## src/rtl/audma_pkg.sv

```systemverilog
package audma_pkg;

  localparam int unsigned WORD_W = 32;
  localparam int unsigned HALF_W = 16;
  localparam int unsigned BCNT_W = 16;
  localparam int unsigned IE_BIT = 31;

  localparam logic [1:0] RA_DPTR = 2'd0;
  localparam logic [1:0] RA_CTRL = 2'd1;
  localparam logic [1:0] RA_BPTR = 2'd2;

  typedef struct packed {
    logic [7:0] win_end;
    logic [7:0] win_beg;
    logic [7:0] hwm;
    logic [3:0] rsvd;
    logic       irq;
    logic       load;
    logic       rx;
    logic       act;
  } ctrl_t;

  typedef enum logic [2:0] {
    ST_IDLE = 3'd0,
    ST_FBUF = 3'd1,
    ST_FCNT = 3'd2,
    ST_FNXT = 3'd3,
    ST_XFER = 3'd4
  } eng_st_e;

endpackage

```

## src/rtl/audma_fifo.sv

```systemverilog
module audma_fifo #(
  parameter int unsigned DEPTH = 32,
  parameter int unsigned DW    = 16,
  localparam int unsigned PW   = $clog2(DEPTH),
  localparam int unsigned LW   = PW + 1
) (
  input  logic          clk,
  input  logic          rst_n,
  input  logic          flush,
  input  logic [7:0]    beg_dw,
  input  logic [7:0]    end_dw,
  input  logic          push,
  input  logic [DW-1:0] push_data,
  input  logic          pop,
  output logic [DW-1:0] head,
  output logic [LW-1:0] level,
  output logic [LW-1:0] cap,
  output logic          full,
  output logic          empty
);

  logic [DW-1:0] store [DEPTH];
  logic [PW-1:0] wr_off, wr_off_n, rd_off, rd_off_n;
  logic [LW-1:0] level_n;
  logic [9:0]    base_hw, span_hw;
  logic [PW-1:0] wr_phys, rd_phys;
  logic          do_push, do_pop;

  always_comb begin
    base_hw = {beg_dw, 2'b00};
    span_hw = (end_dw > beg_dw) ? ({end_dw, 2'b00} - base_hw) : 10'd0;
    cap     = (span_hw > 10'(DEPTH)) ? LW'(DEPTH) : span_hw[LW-1:0];
  end

  assign full    = (level >= cap);
  assign empty   = (level == '0);
  assign do_push = push && !full;
  assign do_pop  = pop && !empty;
  assign wr_phys = PW'(base_hw + 10'(wr_off));
  assign rd_phys = PW'(base_hw + 10'(rd_off));
  assign head    = store[rd_phys];

  always_comb begin
    wr_off_n = wr_off;
    rd_off_n = rd_off;
    level_n  = level;
    if (flush) begin
      wr_off_n = '0;
      rd_off_n = '0;
      level_n  = '0;
    end else begin
      if (do_push) begin
        wr_off_n = (({1'b0, wr_off} + 1'b1) == cap) ? '0 : wr_off + 1'b1;
      end
      if (do_pop) begin
        rd_off_n = (({1'b0, rd_off} + 1'b1) == cap) ? '0 : rd_off + 1'b1;
      end
      level_n = level + LW'(do_push) - LW'(do_pop);
    end
  end

  always_ff @(posedge clk or negedge rst_n) begin
    if (!rst_n) begin
      wr_off <= '0;
      rd_off <= '0;
      level  <= '0;
    end else begin
      wr_off <= wr_off_n;
      rd_off <= rd_off_n;
      level  <= level_n;
    end
  end

  always_ff @(posedge clk) begin
    if (do_push && !flush) begin
      store[wr_phys] <= push_data;
    end
  end

endmodule

```

## src/rtl/audma_engine.sv

```systemverilog
module audma_engine
  import audma_pkg::*;
#(
  parameter int unsigned LW = 6
) (
  input  logic              clk,
  input  logic              rst_n,
  input  logic              start,
  input  logic              stop,
  input  logic              rx,
  input  logic              dptr_we,
  input  logic [WORD_W-1:0] dptr_wdata,
  input  logic [7:0]        hwm,
  input  logic [LW-1:0]     cap,
  input  logic [LW-1:0]     level,
  input  logic              full,
  input  logic              empty,
  input  logic [WORD_W-1:0] mem_rdata,
  output logic              mem_req,
  output logic              mem_we,
  output logic [WORD_W-1:0] mem_addr,
  output logic              fifo_push,
  output logic              fifo_pop,
  output logic              irq_set,
  output logic [WORD_W-1:0] bptr,
  output logic [WORD_W-1:0] dptr,
  output logic              active,
  output logic              beat
);

  localparam int unsigned REM_W = BCNT_W - 1;

  eng_st_e           st, st_n;
  logic [WORD_W-1:0] dptr_n, bptr_n, nxt, nxt_n;
  logic [REM_W-1:0]  rem, rem_n;
  logic              ie, ie_n;
  logic              burst, burst_n;
  logic [LW-1:0]     free_hw;
  logic              may_move;

  assign free_hw  = cap - level;
  assign may_move = rx ? !empty : !full;
  assign active   = (st != ST_IDLE);

  always_comb begin
    if (burst) begin
      burst_n = may_move;
    end else if (rx) begin
      burst_n = !empty && (16'(level) >= 16'(hwm));
    end else begin
      burst_n = !full && (16'(free_hw) >= 16'(hwm));
    end
    if (start || !active) begin
      burst_n = 1'b0;
    end
  end

  always_comb begin
    st_n      = st;
    dptr_n    = dptr;
    bptr_n    = bptr;
    nxt_n     = nxt;
    rem_n     = rem;
    ie_n      = ie;
    mem_req   = 1'b0;
    mem_we    = 1'b0;
    mem_addr  = dptr;
    fifo_push = 1'b0;
    fifo_pop  = 1'b0;
    irq_set   = 1'b0;
    beat      = 1'b0;
    case (st)
      ST_FBUF: begin
        mem_req = 1'b1;
        bptr_n  = mem_rdata;
        st_n    = ST_FCNT;
      end
      ST_FCNT: begin
        mem_req  = 1'b1;
        mem_addr = dptr + 32'd4;
        rem_n    = mem_rdata[BCNT_W-1:1];
        ie_n     = mem_rdata[IE_BIT];
        st_n     = ST_FNXT;
      end
      ST_FNXT: begin
        mem_req  = 1'b1;
        mem_addr = dptr + 32'd8;
        nxt_n    = mem_rdata;
        if (rem == '0) begin
          irq_set = ie;
          dptr_n  = mem_rdata;
          st_n    = ST_FBUF;
        end else begin
          st_n = ST_XFER;
        end
      end
      ST_XFER: begin
        if (burst && may_move) begin
          beat      = 1'b1;
          mem_req   = 1'b1;
          mem_we    = rx;
          mem_addr  = bptr;
          fifo_push = !rx;
          fifo_pop  = rx;
          bptr_n    = bptr + 32'd2;
          rem_n     = rem - 1'b1;
          if (rem == REM_W'(1)) begin
            irq_set = ie;
            dptr_n  = nxt;
            st_n    = ST_FBUF;
          end
        end
      end
      default: begin
        st_n = st;
      end
    endcase
    if (dptr_we) begin
      dptr_n = dptr_wdata;
    end
    if (start) begin
      st_n = ST_FBUF;
    end else if (stop) begin
      st_n = ST_IDLE;
    end
  end

  always_ff @(posedge clk or negedge rst_n) begin
    if (!rst_n) begin
      st    <= ST_IDLE;
      dptr  <= '0;
      bptr  <= '0;
      nxt   <= '0;
      rem   <= '0;
      ie    <= 1'b0;
      burst <= 1'b0;
    end else begin
      st    <= st_n;
      dptr  <= dptr_n;
      bptr  <= bptr_n;
      nxt   <= nxt_n;
      rem   <= rem_n;
      ie    <= ie_n;
      burst <= burst_n;
    end
  end

endmodule

```

## src/rtl/audma_channel.sv

```systemverilog
module audma_channel
  import audma_pkg::*;
#(
  parameter int unsigned FIFO_DEPTH = 32,
  localparam int unsigned LW = $clog2(FIFO_DEPTH) + 1
) (
  input  logic              clk,
  input  logic              rst_n,
  input  logic              reg_we,
  input  logic [1:0]        reg_addr,
  input  logic [WORD_W-1:0] reg_wdata,
  output logic [WORD_W-1:0] reg_rdata,
  output logic              mem_req,
  output logic              mem_we,
  output logic [WORD_W-1:0] mem_addr,
  output logic [HALF_W-1:0] mem_wdata,
  input  logic [WORD_W-1:0] mem_rdata,
  input  logic              dev_rd,
  output logic [HALF_W-1:0] dev_rdata,
  input  logic              dev_wr,
  input  logic [HALF_W-1:0] dev_wdata,
  output logic [LW-1:0]     dev_level,
  output logic              irq
);

  ctrl_t             ctrl_q, ctrl_n, ctrl_wv;
  logic              irq_q, irq_n;
  logic              ctrl_wr, start, stop, dptr_we;
  logic              eng_push, eng_pop, eng_irq_set, eng_active, eng_beat;
  logic [WORD_W-1:0] eng_bptr, eng_dptr;
  logic [LW-1:0]     fifo_cap;
  logic              fifo_full, fifo_empty;
  logic              f_push, f_pop;
  logic [HALF_W-1:0] f_data, f_head;
  logic              rx_mode;

  assign ctrl_wv = ctrl_t'(reg_wdata);
  assign ctrl_wr = reg_we && (reg_addr == RA_CTRL);
  assign dptr_we = reg_we && (reg_addr == RA_DPTR);
  assign start   = ctrl_wr && ctrl_wv.act;
  assign stop    = ctrl_wr && !ctrl_wv.act;
  assign rx_mode = ctrl_q.rx;

  always_comb begin
    ctrl_n = ctrl_q;
    if (ctrl_wr) begin
      ctrl_n      = ctrl_wv;
      ctrl_n.rsvd = '0;
      ctrl_n.irq  = 1'b0;
      ctrl_n.act  = 1'b0;
    end
    irq_n = ctrl_wr ? 1'b0 : (irq_q || eng_irq_set);
  end

  always_ff @(posedge clk or negedge rst_n) begin
    if (!rst_n) begin
      ctrl_q <= '0;
      irq_q  <= 1'b0;
    end else begin
      ctrl_q <= ctrl_n;
      irq_q  <= irq_n;
    end
  end

  always_comb begin
    case (reg_addr)
      RA_DPTR: reg_rdata = eng_dptr;
      RA_CTRL: reg_rdata = {ctrl_q.win_end, ctrl_q.win_beg, ctrl_q.hwm, 4'b0000,
                            irq_q, ctrl_q.load, ctrl_q.rx, eng_active};
      RA_BPTR: reg_rdata = eng_bptr;
      default: reg_rdata = '0;
    endcase
  end

  assign f_push    = rx_mode ? dev_wr : eng_push;
  assign f_pop     = rx_mode ? eng_pop : dev_rd;
  assign f_data    = rx_mode ? dev_wdata : mem_rdata[HALF_W-1:0];
  assign mem_wdata = f_head;
  assign dev_rdata = f_head;
  assign irq       = irq_q;

  audma_fifo #(
    .DEPTH (FIFO_DEPTH),
    .DW    (HALF_W)
  ) u_fifo (
    .clk       (clk),
    .rst_n     (rst_n),
    .flush     (ctrl_wr),
    .beg_dw    (ctrl_q.win_beg),
    .end_dw    (ctrl_q.win_end),
    .push      (f_push),
    .push_data (f_data),
    .pop       (f_pop),
    .head      (f_head),
    .level     (dev_level),
    .cap       (fifo_cap),
    .full      (fifo_full),
    .empty     (fifo_empty)
  );

  audma_engine #(
    .LW (LW)
  ) u_engine (
    .clk        (clk),
    .rst_n      (rst_n),
    .start      (start),
    .stop       (stop),
    .rx         (rx_mode),
    .dptr_we    (dptr_we),
    .dptr_wdata (reg_wdata),
    .hwm        (ctrl_q.hwm),
    .cap        (fifo_cap),
    .level      (dev_level),
    .full       (fifo_full),
    .empty      (fifo_empty),
    .mem_rdata  (mem_rdata),
    .mem_req    (mem_req),
    .mem_we     (mem_we),
    .mem_addr   (mem_addr),
    .fifo_push  (eng_push),
    .fifo_pop   (eng_pop),
    .irq_set    (eng_irq_set),
    .bptr       (eng_bptr),
    .dptr       (eng_dptr),
    .active     (eng_active),
    .beat       (eng_beat)
  );

endmodule

```

## config.mk

```make
export PLATFORM = sky130hd
export DESIGN_NAME = audma_channel
export DESIGN_NICKNAME = d
export VERILOG_FILES = /design/src/rtl/audma_pkg.sv /design/src/rtl/audma_fifo.sv /design/src/rtl/audma_engine.sv /design/src/rtl/audma_channel.sv
export SDC_FILE = /design/constraint.sdc
export NUM_CORES = 1
export LEC_CHECK = 0
export BUFFER_PORTS_ARGS = -buffer_cell sky130_fd_sc_hd__buf_4
export CAP_MARGIN = 5
export CORE_UTILIZATION = 50
export DETAILED_ROUTE_END_ITERATION = 7
export GPL_TIMING_DRIVEN = 0
export PLACE_DENSITY = 0.79
export SYNTH_ARGS = -nofsm -noshare
export SYNTH_HDL_FRONTEND = slang
export SYNTH_HIERARCHICAL = 1
export SYNTH_SLANG_ARGS = --single-unit
```

## constraint.sdc

```tcl
create_clock -name clk -period 16 [get_ports clk]
set_input_delay 2.4 -clock clk [delete_from_list [all_inputs] [get_ports clk]]
set_output_delay 2.4 -clock clk [all_outputs]
set_load 0.01 [all_outputs]
```

==> impl_metrics.json, run 1 <==
{
  "die_area_sq_um": 64700,
  "syn2layout_area_growth_pct": 17.0,
  "utilization_pct": 59.1,
  "post_cts_buffers": 0,
  "timing.fmax_ghz": 0.110,
  "setup-tns-final_ns": 0,
  "cts_tree": "yes",
  "dieWidth_um": 254,
  "first_iter_violations": 2669,
  "place_ws_ns": 7.78,
  "grt-ovfl-total": 0,
  "fin_ws_ns": 6.89,
  "synth_top_family_by_area": "multiplexers",
  "hpwl_mm": 71.2,
  "place_congestion": 0.999,
  "synth_compound_gate_area_share_pct": 8.36,
  "synth-edff-count": 512,
  "initial_core_util_pct": 50.5,
  "track_usage_pct": 32.0,
  "grt_max_degree": 86,
  "yosysSeqAreaShare_pct": 60.8,
  "syn_inst": 2185,
  "core_area_sq_um": 63000,
  "outcome": "finished, final reports clean",
  "port_buffers": 189,
  "stdcell_area_sq_um": 37200,
  "ios": 192,
  "period_minus_slack_ns": 9.11,
  "max-slew-margin-rel_pct": 21.3,
  "vias": 22000,
  "fin_skew_ns": 0.0243,
  "synth-adder-area-share_pct": 2.24,
  "wire_per_inst_um": 30.4,
  "async_reset_ff_share_pct": 23.7,
  "route.detailed.drc": 0,
  "endpoint_kind": "output pin",
  "viasPerCell": 6.51,
  "ctsHoldBuffers": 0,
  "cts_resized": 0,
  "cp_max_fo": 10,
  "syn_area_sq_um": 31800,
  "ant_nets": 0,
  "synthMuxAreaShare_pct": 16.0,
  "final-setup-viol-count": 0,
  "antenna_found_initial": 6,
  "yosys_warnings": 6,
  "synth_most_common_cell": "edfxtp_1",
  "nets": 2620,
  "die_h_um": 254,
  "cts_buffers": 69,
  "clk_latency_ns": 0.63,
  "critPathLaunchType": "register",
  "hp-class": "register to register",
  "clkTransAtPathRegs_ns": 0.06,
  "synthSimpleGateAreaFrac_pct": 8.94,
  "drt-pass1-iter-count": 6,
  "crit_arrival_ns": 6.71,
  "synthTopCellsByCount": "edfxtp_1, nand2_1, mux4_2",
  "critical_path_class": "register to output pin",
  "clockRootBuffer": "clkbuf_16",
  "cts-htree-levels": 3,
  "rows": 92,
  "synth_top_area_share_pct": 48.3,
  "ir_drop_mv": 0.111,
  "layout-drive-gt1-share_pct": 29.8,
  "cts_buffer_depth": 3,
  "synthXorXnorAreaFrac_pct": 0.523,
  "synthTopCellsByArea": "edfxtp_1, dfrtp_1, mux4_2, mux2_2, nand2_1",
  "tightestPinTransition_ns": 1.18,
  "clock_sinks": 671,
  "cp.required_ns": 13.60,
  "synth_top_area_cell": "edfxtp_1",
  "ys_ff_latch": 671,
  "yosysUniqueCellTypes": 94,
  "cap_viol_max_count": 0,
  "hold_viol": 0,
  "grt_pass1_vias": 21900,
  "postRouteWirelength_mm": 103,
  "avgSynthCellArea_sq_um": 14.6,
  "cellLeakagePower_uw": 0.0135,
  "placedInstanceArea_sq_um": 34900,
  "rsz0062_at_grt": "false",
  "synth_ff_type": "edfxtp_1",
  "grt_pass1_wl_mm": 147,
  "power.density_nw_per_um2": 183,
  "drv_slew": 0,
  "finalCritPeriodShare_pct": 56.9
}
## cell families after synthesis
| logic type | Yosys count |
|---|---|
| AND/OR/NAND/NOR | 583 |
| adder cells (fa/ha/maj) | 54 |
| buffers and inverters | 208 |
| multiplexers | 294 |
| flip-flops | 671 |
| AO/OA/AOI/OAI | 355 |
| other | 1 |
| XOR/XNOR | 19 |
## report_power, final
part / internal [uW] / switching [uW]
Clock: 940 / 710
Sequential: 2080 / 228
Combinational: 1290 / 1580
Total: 4310 / 2520
## final cells by class
| type | count | area [sq um] |
|---|---|---|
| Buffer | 146 | 752 |
| Multi-Input combinational cell | 1307 | 11600 |
| Tap cell | 846 | 1060 |
| Clock inverter | 40 | 429 |
| Sequential cell | 671 | 19400 |
| Inverter | 62 | 233 |
| Antenna cell | 2 | 5.00 |
| Timing Repair Buffer | 222 | 1960 |
| Fill cell | 4704 | 25700 |
| Clock buffer | 85 | 1870 |
## registers in the layout (all words and copies together), names as in the netlist, 3 cells and up
register and count:
u_fifo/store 512, u_engine/bptr 32, u_engine/dptr 32, u_engine/nxt 32
ctrl_q 25, u_engine/rem 15, u_fifo/level 6, u_fifo/rd_off 5
u_fifo/wr_off 5, u_engine/st 3
## critical path, stage by stage (launching register included)
cell and delay [ns]:
dfrtp_1 0.49, inv_1 0.10, ha_1 0.21, fa_1 0.39
nand2b_1 0.21, a21oi_1 0.26, o31a_1 0.18, o2111ai_2 0.27
or3_2 0.51, or2_2 0.31, ha_1 0.28, a21o_1 0.17
a21o_1 0.19, a21o_1 0.21, mux2i_2 0.49, nand3_1 0.39
inv_1 0.18, buf_2 0.28, buf_2 0.35, nand2_1 0.10
o31a_1 0.13, o21ai_0 0.18, buf_4 0.21
## path summary, 6_finish.rpt
kind | start | to | slack [ns] | cells past startpoint
max | ctrl_q[24]$_DFFE_PN0P_ | mem_addr[20] | 6.89 | 22
min | u_engine/nxt[28]$_DFFE_PN0P_ | u_engine/nxt[28]$_DFFE_PN0P_ | 0.51 | 1
max reg2reg | ctrl_q[24]$_DFFE_PN0P_ | u_fifo/store[11][4]$_DFFE_PP_ | 7.75 | 25
min reg2reg | u_engine/nxt[28]$_DFFE_PN0P_ | u_engine/nxt[28]$_DFFE_PN0P_ | 0.51 | 1
max in group asynchronous | rst_n | u_fifo/level[1]$_DFF_PN0_ | 13.37 | 2
min in group asynchronous | rst_n | u_engine/bptr[25]$_DFFE_PN0P_ | 1.74 | 1
## routing by layer
| metal | global-route usage [%] | vias up | share of wire [%] |
|---|---|---|---|
| met5 | 0 | - | 0.034 |
| met4 | 15.9 | 6 | 5.4 |
| met3 | 5.67 | 270 | 9.1 |
| met2 | 53.2 | 1502 | 49 |
| met1 | 40.4 | 11200 | 37 |
| li1 | - | 9089 | - |
## stage by stage
| step | hold WS [ns] | total power (uW) | std cells |
|---|---|---|---|
| 2_1_floorplan | 0.467 | 4020 | 2186 |
| 3_3_place_gp | 0.487 | 5010 | 3221 |
| 3_5_place_dp | 0.493 | 5120 | 3254 |
| 4_1_cts | 0.507 | 6800 | 3379 |
| 5_1_grt | 0.522 | 7090 | 3379 |
| 6_report | 0.506 | 6830 | 3381 |
## cells in the final DEF (no fill, tap or decap), types with 21 or more instances in the layout
cell type and n:
buf_4 209, nor3_1 28, mux2i_1 37, ha_1 49, a21o_1 21, dfrtp_1 159
nand2_1 204, o31ai_2 30, buf_2 42, mux2_2 89, a21oi_1 58, nor2_2 33
and3_1 37, nor2_1 106, nand4_1 23, edfxtp_1 512, nand3_1 51, o2bb2ai_1 32
o21ai_0 57, mux4_2 160, inv_1 62, clkbuf_1 66, buf_8 28, clkbuf_16 71
(Power assumes the default switching activity.)
==> run 2, diff against run 1 <==
- ABC_AREA: not set -> 1
- PLACE_DENSITY: 0.79 -> 0.78
- clock period: 16 -> 9.1 ns (I/O delays scaled with it)
==> run 2 against run 1 <==
Effect of this change: routed wire length up 12%; clock-buffer cell count fell by 2; die area up 4.2%; combinational power rose by 91%; final cell count increased by 36%; largest cell class unchanged; area after synthesis grew 4.3%; sequential share of layout area decreased by 2.4 points; clock power up 82%; power increased by 86%; sequential power grew 83%.
==> impl_metrics.json, run 2 <==
{
  "track_usage_pct": 33.9,
  "syn_inst": 3369,
  "rr_worst_depth": 29,
  "regToRegSetupSlack_ns": 2.76,
  "drt-pass1-iter-count": 7,
  "route.detailed.drc": 0,
  "power_switching_uw": 5430,
  "cellLeakagePower_uw": 0.0155,
  "critPathBufInv": 6,
  "crit_path_max_incr_delay_ns": 0.49,
  "port_buffers": 189,
  "viasPerCell": 6.29,
  "clk_latency_ns": 0.63,
  "final-setup-viol-count": 0,
  "hp-start": "ctrl_q[2]$_DFFE_PN0P_",
  "synth_top_area_cell": "edfxtp_1",
  "period_minus_slack_ns": 6.39,
  "syn_area_sq_um": 33200,
  "cap_viol_max_count": 0,
  "crit_arrival_ns": 5.03,
  "hpwl_mm": 82.5,
  "p_sw_share_pct": 42.8,
  "endpoint_kind": "output pin",
  "rsz0062_at_grt": "false",
  "cts-htree-levels": 3,
  "min_path_cells": 2,
  "whs_endpoint": "ctrl_q[2]$_DFFE_PN0P_",
  "timing.fmax_ghz": 0.156,
  "dieWidth_um": 260,
  "p_int_uw": 7260,
  "largest_register_ffs": 512,
  "synth_ff_type": "edfxtp_1",
  "pwr-share-comb_pct": 43.1,
  "clock_sinks": 671,
  "hold_viol": 0,
  "hp-class": "register to register",
  "grt_max_degree": 119,
  "ys_ff_latch": 671,
  "drv_slew": 0,
  "initial_core_util_pct": 50.5,
  "nets": 3815,
  "cts_resized": 0,
  "die_h_um": 260,
  "crit_slowest_cell": "dfrtp_1",
  "post_cts_buffers": 0,
  "clkPwrFrac_pct": 23.6,
  "yosys_warnings": 6,
  "max-slew-margin-rel_pct": 22.3,
  "core_area_sq_um": 65700,
  "timing.rr.start": "ctrl_q[16]$_DFFE_PN0P_",
  "fin_ws_ns": 2.71,
  "cpLargestDelayFamily": "simple AND/OR/NAND/NOR gates",
  "critical_path_class": "register to output pin",
  "hold_slack_ns": 0.487,
  "first_iter_violations": 4809,
  "layout-drive-gt1-share_pct": 15.0,
  "yosysSeqAreaShare_pct": 58.3,
  "ios": 192,
  "synthTopCellsByCount": "nand2_1, edfxtp_1, nor2_1",
  "ir_drop_mv": 0.198,
  "regMostFlops": "u_fifo/store",
  "wire_per_inst_um": 25.1,
  "grt_pass1_vias": 27300,
  "layout_commonest_cell": "nand2_1",
  "finalCritPeriodShare_pct": 70.2,
  "cts_buffer_depth": 3,
  "outcome": "finished, final reports clean",
  "synthTopCellsByArea": "edfxtp_1, dfrtp_1, nand2_1, nor2_1, o21ai_0",
  "synth_top_area_share_pct": 46.3,
  "crit_top_cell": "nand2_1",
  "async_reset_ff_share_pct": 23.7,
  "ant_nets": 0,
  "power.density_nw_per_um2": 325,
  "yosysUniqueCellTypes": 58,
  "total_power_uw": 12700,
  "fin_skew_ns": 0.0238,
  "setup-tns-final_ns": 0,
  "avgSynthCellArea_sq_um": 9.85,
  "place_congestion": 1.07,
  "cp_max_fo": 10,
  "cts_buffers": 70,
  "syn2layout_area_growth_pct": 17.7,
  "cp.required_ns": 7.74,
  "critPathLaunchType": "register",
  "layout_common_cells": "nand2_1, edfxtp_1, nor2_1",
  "utilization_pct": 59.4,
  "grt_pass1_wl_mm": 170,
  "antenna_found_initial": 2,
  "tightestPinTransition_ns": 1.16,
  "synth_most_common_cell": "nand2_1",
  "clkTransAtPathRegs_ns": 0.06,
  "vias": 28900,
  "die_area_sq_um": 67400,
  "power_frac_seq_pct": 33.2,
  "grt-ovfl-total": 0,
  "synth-edff-count": 512,
  "rows": 94,
  "r2r_end": "u_fifo/store[31][6]$_DFFE_PP_",
  "clockRootBuffer": "clkbuf_16",
  "place_ws_ns": 2.94,
  "ctsHoldBuffers": 0,
  "cts_tree": "yes",
  "postRouteWirelength_mm": 115
}
run 2: cell count changes after synthesis, moves of 33 or more:
cell / delta
mux2i_1: +77
nand3_1: +162
mux4_2: -160
nor2_1: +261
nand2_1: +500
o21ai_0: +182
o221ai_1: +101
and3_1: -37
o21ai_1: +35
a21oi_1: +53
mux2_2: -89
nand4_1: +33
inv_1: +171
run 2: final cells by class:
class / instances / area [sq um]
Clock buffer: 83 / 1850
Antenna cell: 1 / 2.50
Clock inverter: 39 / 536
Buffer: 199 / 992
Timing Repair Buffer: 232 / 2190
Sequential cell: 671 / 19400
Inverter: 247 / 932
Multi-Input combinational cell: 2253 / 12100
Fill cell: 5217 / 26700
Tap cell: 864 / 1080
run 2: worst max path at each step:
stage                            from                              to  slack, ns  cells after the start
5_1_grt        ctrl_q[16]$_DFFE_PN0P_  u_fifo/store[19][12]$_DFFE_PP_       2.42                     27
4_1_cts        ctrl_q[16]$_DFFE_PN0P_                     mem_addr[1]       2.81                     25
6_report       ctrl_q[16]$_DFFE_PN0P_                     mem_addr[1]       2.71                     25
3_5_place_dp   ctrl_q[16]$_DFFE_PN0P_   u_fifo/store[19][5]$_DFFE_PP_       2.94                     29
2_1_floorplan  ctrl_q[16]$_DFFE_PN0P_    u_fifo/store[0][0]$_DFFE_PP_       4.25                     29
3_3_place_gp   ctrl_q[16]$_DFFE_PN0P_    u_fifo/store[0][5]$_DFFE_PP_       2.39                     29
run 2: cells by family (layout without fill, tap and decap cells):
kind of cell	count (synthesis)	count (layout)	synth area share, %
adders and majority gates	54	54	2.15
other	1	3	0.0113
AOI/OAI and AO/OA	615	615	11.3
DFF	671	671	58.3
muxes	114	114	3.44
xor gates and xnor gates	24	24	0.634
buffers and inverters	446	800	5.80
and+or+nand+nor	1444	1444	18.3
run 2: metrics by stage:
step / instances / area, sq um
2_1_floorplan: 3370 / 33200
5_1_grt: 4588 / 39000
3_3_place_gp: 4423 / 35700
4_1_cts: 4587 / 39000
3_5_place_dp: 4465 / 36600
6_report: 4589 / 39100
run 2: power by group through the flow:
stage | clock network [uW] | logic (uW) | registers [uW]
floorplan | 0 | 3190 | 4030
global placement | 0 | 5030 | 4260
detailed placement | 0 | 5240 | 4240
CTS | 3000 | 5290 | 4190
global route | 3110 | 5820 | 4230
finish | 3000 | 5470 | 4220
run 2: routing by layer:
| layer | part of all wire, % | vias to the layer above | routed length, um | global-route usage (%) |
|---|---|---|---|---|
| li1 | - | 12400 | - | - |
| met1 | 36 | 13700 | 41100 | 44.0 |
| met2 | 44 | 2346 | 50700 | 51.5 |
| met3 | 14 | 438 | 16200 | 9.17 |
| met4 | 6.4 | 2 | 7330 | 19.3 |
| met5 | 0.011 | - | 13 | 0 |
run 2: tightest hold or removal path, stage by stage, from the launching register on:
cell and delay [ns]:
dfrtp_1 0.35, nand2_1 0.06, nand2_1 0.05
